File: src/rtl/rvt_pkg.sv
package rvt_pkg;

   typedef enum logic [1:0] {
      ST_IDLE  = 2'd0,
      ST_WAIT  = 2'd1,
      ST_COUNT = 2'd2
   } rvt_state_e;

   typedef enum logic [2:0] {
      OP_HOLD    = 3'd0,
      OP_PRELOAD = 3'd1,
      OP_STEP    = 3'd2,
      OP_RUN     = 3'd3,
      OP_FLAG    = 3'd4
   } rvt_cnt_op_e;

endpackage

File: src/rtl/rvt_btn_edge.sv
module rvt_btn_edge #(
   parameter int STAGES = 2
) (
   input  logic clk,
   input  logic rst_n,
   input  logic btn,
   output logic rise
);

   localparam int CHAIN_W = STAGES + 1;

   logic [CHAIN_W-1:0] chain_q;

   generate
      if (STAGES < 2) begin : g_bad_stages
         $error("rvt_btn_edge: STAGES must be at least 2");
      end
   endgenerate

   always_ff @(posedge clk or negedge rst_n) begin
      if (!rst_n) begin
         chain_q <= '0;
      end else begin
         chain_q <= {chain_q[CHAIN_W-2:0], btn};
      end
   end

   assign rise = chain_q[STAGES-1] & ~chain_q[STAGES];

endmodule

File: src/rtl/rvt_cnt.sv
module rvt_cnt
   import rvt_pkg::*;
#(
   parameter int CNT_W       = 28,
   parameter int WAIT_CYCLES = 187_500_000
) (
   input  logic              clk,
   input  logic              rst_n,
   input  rvt_cnt_op_e       op,
   output logic [CNT_W-1:0]  cnt,
   output logic              at_top
);

   localparam logic [CNT_W-1:0] WAIT_V  = CNT_W'(WAIT_CYCLES);
   localparam logic [CNT_W-1:0] PRELOAD = ~WAIT_V + 1'b1;

   logic [CNT_W-1:0] cnt_q;

   assign at_top = &cnt_q;
   assign cnt    = cnt_q;

   always_ff @(posedge clk or negedge rst_n) begin
      if (!rst_n) begin
         cnt_q <= '0;
      end else begin
         unique case (op)
            OP_PRELOAD: cnt_q <= PRELOAD;
            OP_STEP:    cnt_q <= cnt_q + 1'b1;
            OP_RUN:     if (!at_top) cnt_q <= cnt_q + 1'b1;
            OP_FLAG:    cnt_q <= '1;
            default:    cnt_q <= cnt_q;
         endcase
      end
   end

endmodule

File: src/rtl/rvt_ctrl.sv
module rvt_ctrl
   import rvt_pkg::*;
(
   input  logic        clk,
   input  logic        rst_n,
   input  logic        start_rise,
   input  logic        react_rise,
   input  logic        cnt_top,
   output rvt_state_e  state,
   output rvt_cnt_op_e op
);

   rvt_state_e state_q, state_d;

   always_comb begin
      state_d = state_q;
      op      = OP_HOLD;
      unique case (state_q)
         ST_IDLE: begin
            if (start_rise) begin
               state_d = ST_WAIT;
               op      = OP_PRELOAD;
            end
         end
         ST_WAIT: begin
            if (react_rise) begin
               state_d = ST_IDLE;
               op      = OP_FLAG;
            end else begin
               op = OP_STEP;
               if (cnt_top) state_d = ST_COUNT;
            end
         end
         ST_COUNT: begin
            if (react_rise) begin
               state_d = ST_IDLE;
               op      = OP_HOLD;
            end else begin
               op = OP_RUN;
            end
         end
         default: begin
            state_d = ST_IDLE;
            op      = OP_HOLD;
         end
      endcase
   end

   always_ff @(posedge clk or negedge rst_n) begin
      if (!rst_n) state_q <= ST_IDLE;
      else        state_q <= state_d;
   end

   assign state = state_q;

endmodule

File: src/rtl/rvt_reaction_timer.sv
module rvt_reaction_timer
   import rvt_pkg::*;
#(
   parameter int CNT_W       = 28,
   parameter int WAIT_CYCLES = 187_500_000,
   parameter int DISP_LSB    = 16,
   parameter int DISP_W      = 8,
   parameter int SYNC_STAGES = 2
) (
   input  logic              clk,
   input  logic              rst_n,
   input  logic              start_btn,
   input  logic              react_btn,
   output logic              led_red,
   output logic              led_green,
   output logic [DISP_W-1:0] time_disp
);

   localparam int DISP_MSB = DISP_LSB + DISP_W - 1;

   generate
      if (DISP_MSB >= CNT_W) begin : g_bad_slice
         $error("rvt_reaction_timer: display slice exceeds counter width");
      end
      if (WAIT_CYCLES < 1) begin : g_bad_wait
         $error("rvt_reaction_timer: WAIT_CYCLES must be positive");
      end
      if (CNT_W < 31 && WAIT_CYCLES >= (1 << CNT_W)) begin : g_bad_wait_w
         $error("rvt_reaction_timer: WAIT_CYCLES does not fit the counter");
      end
   endgenerate

   logic             start_rise, react_rise;
   logic             cnt_top;
   logic [CNT_W-1:0] cnt_q;
   rvt_state_e       state;
   rvt_cnt_op_e      cnt_op;

   rvt_btn_edge #(.STAGES(SYNC_STAGES)) u_start_edge (
      .clk   (clk),
      .rst_n (rst_n),
      .btn   (start_btn),
      .rise  (start_rise)
   );

   rvt_btn_edge #(.STAGES(SYNC_STAGES)) u_react_edge (
      .clk   (clk),
      .rst_n (rst_n),
      .btn   (react_btn),
      .rise  (react_rise)
   );

   rvt_ctrl u_ctrl (
      .clk        (clk),
      .rst_n      (rst_n),
      .start_rise (start_rise),
      .react_rise (react_rise),
      .cnt_top    (cnt_top),
      .state      (state),
      .op         (cnt_op)
   );

   rvt_cnt #(.CNT_W(CNT_W), .WAIT_CYCLES(WAIT_CYCLES)) u_cnt (
      .clk    (clk),
      .rst_n  (rst_n),
      .op     (cnt_op),
      .cnt    (cnt_q),
      .at_top (cnt_top)
   );

   assign led_red   = (state == ST_WAIT);
   assign led_green = (state == ST_COUNT);
   assign time_disp = (state == ST_WAIT) ? '0 : cnt_q[DISP_MSB:DISP_LSB];

endmodule

File: config.mk
export PLATFORM = sky130hd
export DESIGN_NAME = rvt_reaction_timer
export DESIGN_NICKNAME = d
export VERILOG_FILES = /design/src/rtl/rvt_pkg.sv /design/src/rtl/rvt_btn_edge.sv /design/src/rtl/rvt_cnt.sv /design/src/rtl/rvt_ctrl.sv /design/src/rtl/rvt_reaction_timer.sv
export SDC_FILE = /design/constraint.sdc
export NUM_CORES = 1
export LEC_CHECK = 0
export BUFFER_PORTS_ARGS = -buffer_cell sky130_fd_sc_hd__buf_2
export CAP_MARGIN = 5
export CORE_ASPECT_RATIO = 0.6
export CORE_MARGIN = 3
export CORE_UTILIZATION = 45
export CTS_BUF_LIST = sky130_fd_sc_hd__clkbuf_16
export CTS_CLUSTER_SIZE = 12
export DETAILED_ROUTE_END_ITERATION = 10
export GPL_TIMING_DRIVEN = 0
export MAX_ROUTING_LAYER = met4
export SYNTH_ARGS = -nofsm -noshare
export SYNTH_HDL_FRONTEND = slang
export SYNTH_SLANG_ARGS = --single-unit
File: constraint.sdc
create_clock -name clk -period 3.37 [get_ports clk]
set_input_delay 0.1685 -clock clk [delete_from_list [all_inputs] [get_ports clk]]
set_output_delay 0.1685 -clock clk [all_outputs]
set_load 0.02 [all_outputs]
==> impl_metrics.ini <==
[run_status]
status = finished with violations
violations = negative hold slack

[sta]
relSlewSlack_pct = 47.4
whs_ns = -0.0306
rsz0062_at_grt = no
finalSetupViolCount = 0
fin_worst_skew_ns = 0.00387
fmax_mhz = 380
slew_viol_final = 0
layout_min_cycle_time_ns = 2.63
finalCritPeriodShare_pct = 78.1
setup_tns_ns = 0
finalHoldViolCount = 36
worst_slew_pin_slew_ns = 0.789

[synthesis]
synth_compound_area_share_pct = 22.2
synth_simple_gate_area_share_pct = 27.4
yosysWarnings = 0
synth_xor_xnor_area_share_pct = 0.869
synth-edff-count = 0
synth_top_family_by_area = simple AND/OR/NAND/NOR gates
yosys.area.top_type_share_pct = 44.7
ys_seq_area_share_pct = 44.7
synth_nets = 238
ys_types = 43
async_flop_share_pct = 100
synth.avg_cell_area_sq_um = 8.65
synth-main-ff-cell = dfrtp_1
yosysMostFrequentCell = dfrtp_1
yosysTopAreaCell = dfrtp_1
ys_seq_elements = 36
synth_top_cells_by_area = dfrtp_1 (45%), a21oi_1 (7.2%), nor2_1 (6.3%)
synthCells = 233
synthesis.area_sq_um = 2020
synth.area.mux_share_pct = 0
synth_commonest_cells = dfrtp_1 (36), nor2_1 (34), a21oi_1 (29), o21ai_0 (16), nand2_1 (14)
synth_fa_ha_area_share_pct = 0.621

[global_routing]
grt_start_max_net_pins = 37
antenna_found_initial = 0
grt_pass1_vias = 1735
gr-total-overflow = 0
track_usage_pct = 22.8
grt_pass1_wl_mm = 8.99

[drt]
wl_per_cell_um = 16.7
post-route-drc-count = 0
viasPerCell = 5.74
vias = 1815
routed_wl_mm = 5.28
antenna_left = 0
drtIter0Drc = 140
firstDrtPassIters = 4

[cts]
cts_max_level = 2
cts_buffer_depth = 2
cts_buffers = 5
clk_pin_slew_worst_paths_ns = 0.05
insertion_delay_ns = 0.28
ctsResizeCount = 0
cts_sinks = 36
root_buffer = clkbuf_16
cts_tree = built

[floorplanning]
core_sq_um = 4210
initial_utilization_pct = 47.9
io_pins = 14
die_x_um = 92.4
die_area_sq_um = 5340
chipHeight_um = 57.8
rows = 18

[pwr]
power.density_nw_per_um2 = 631
ir_drop_mv = 0.272
leakage_nw = 0.928

[layout]
syn_to_final_growth_pct = 14.7
drive_above_1_share_pct = 12.1
insertedDiodeCount = 0
nets = 260

[critical_path]
critical_path.top_delay_family = simple AND/OR/NAND/NOR gates
crit_path_max_incr_delay_ns = 0.53
crit_type = reg -> reg
start_kind = register
path_cells = ha_1, and3_4, nand2b_4, or4_4, buf_6, a21o_1, clkbuf_1, o21ai_0, a31oi_1
endpoint_kind = register
cp_max_fo = 10
critPathArrivalTime_ns = 2.76
required_ns = 3.50
worst-path-buf-inv = 2
critPathSlowestCell = or4_4

[placement]
io_buffers = 13
place_congestion = 0.864
place_hpwl_mm = 3.78

[min_path]
min_path_type = in -> async

[job]
cap_violations = 0
[layer usage]
metal / part of all wire, % / up-vias / GRT usage [%]
met5: 0 / - / -
met4: 1.0 / 0 / 6.34
met3: 7.2 / 8 / 4.54
met2: 38 / 54 / 28.2
met1: 54 / 862 / 36.5
li1: - / 891 / -
[logic make-up after synthesis]
family                   Yosys count
AO/OA/AOI/OAI                     73
XOR/XNOR                           2
adder cells (fa/ha/maj)            1
buffers and inverters             18
flip-flops                        36
AND/OR/NAND/NOR                  103
[timing repair]
action | CTS | global route
setup buffers | 0 | 0
endpoints found under the hold margin | 2 | 0
hold buffers | 2 | 0
[where the power goes]
part           total [W]  internal, W  switching, W
clock           0.000437     0.000266      0.000171
sequential      0.000595     0.000504     0.0000907
combinational   0.000426     0.000161      0.000265
[cells in the final DEF, fill, tap and decap left out, types with 5 or more instances in the layout]
cell type / n
a21oi_1: 29
a31oi_1: 7
and2_1: 8
and3_1: 5
buf_2: 14
clkbuf_1: 7
clkbuf_16: 5
dfrtp_1: 36
inv_1: 10
nand2_1: 14
nand2b_1: 5
nand3_1: 6
nand4_1: 5
nor2_1: 34
nor3_1: 7
o21ai_0: 16
[worst register-to-register path: cells and delay by family (launching register included)]
family | cells | cell delay (ns)
and+or+nand+nor | 3 | 0.85
adders and majority gates | 1 | 0.22
buffers and inverters | 2 | 0.46
AOI/OAI and AO/OA | 3 | 0.54
DFF | 1 | 0.41
[cell type report]
| class | count | area [sq um] |
|---|---|---|
| fill | 416 | 1900 |
| multi-input combinational | 179 | 1030 |
| sequential | 36 | 901 |
| clock buffer | 5 | 125 |
| timing repair buffer | 15 | 85.1 |
| tap | 60 | 75.1 |
| buffer | 10 | 53.8 |
| inverter | 8 | 30.0 |
| clock inverter | 3 | 11.3 |
[state kept, by name (all words and copies together) (netlist names)]
register              cells
u_cnt.cnt                28
u_ctrl.state              2
u_react_edge.chain_q      3
u_start_edge.chain_q      3
[per-stage QoR]
stage | total power [W] | utilization, % | cells | instance area, sq um | setup WS (ns)
3_5_place_dp | 0.00102 | 51.2 | 306 | 2160 | 0.773
4_1_cts | 0.00146 | 54.9 | 316 | 2310 | 0.767
3_3_place_gp | 0.00102 | 51.2 | 306 | 2160 | 0.769
6_report | 0.00146 | 54.9 | 316 | 2310 | 0.739
5_1_grt | 0.00156 | 54.9 | 316 | 2310 | 0.573
2_1_floorplan | 0.000883 | - | 233 | 2020 | 1.13
[worst paths after layout]
| path | slack (ns) | endpoint | startpoint | cells after the start |
|---|---|---|---|---|
| setup / recovery | 0.74 | u_cnt.cnt[23]$_DFFE_PN0P_ | u_cnt.cnt[0]$_DFFE_PN0P_ | 9 |
| max in group asynchronous | 2.90 | u_cnt.cnt[8]$_DFFE_PN0P_ | rst_n | 1 |
| min in group clk | 0.35 | u_start_edge.chain_q[1]$_DFF_PN0_ | u_start_edge.chain_q[0]$_DFF_PN0_ | 0 |
| hold reg to reg | 0.35 | u_start_edge.chain_q[1]$_DFF_PN0_ | u_start_edge.chain_q[0]$_DFF_PN0_ | 0 |
| setup reg to reg | 0.74 | u_cnt.cnt[23]$_DFFE_PN0P_ | u_cnt.cnt[0]$_DFFE_PN0P_ | 9 |
| hold / removal | -0.03 | u_cnt.cnt[4]$_DFFE_PN0P_ | rst_n | 1 |
(Power assumes the default switching activity.)
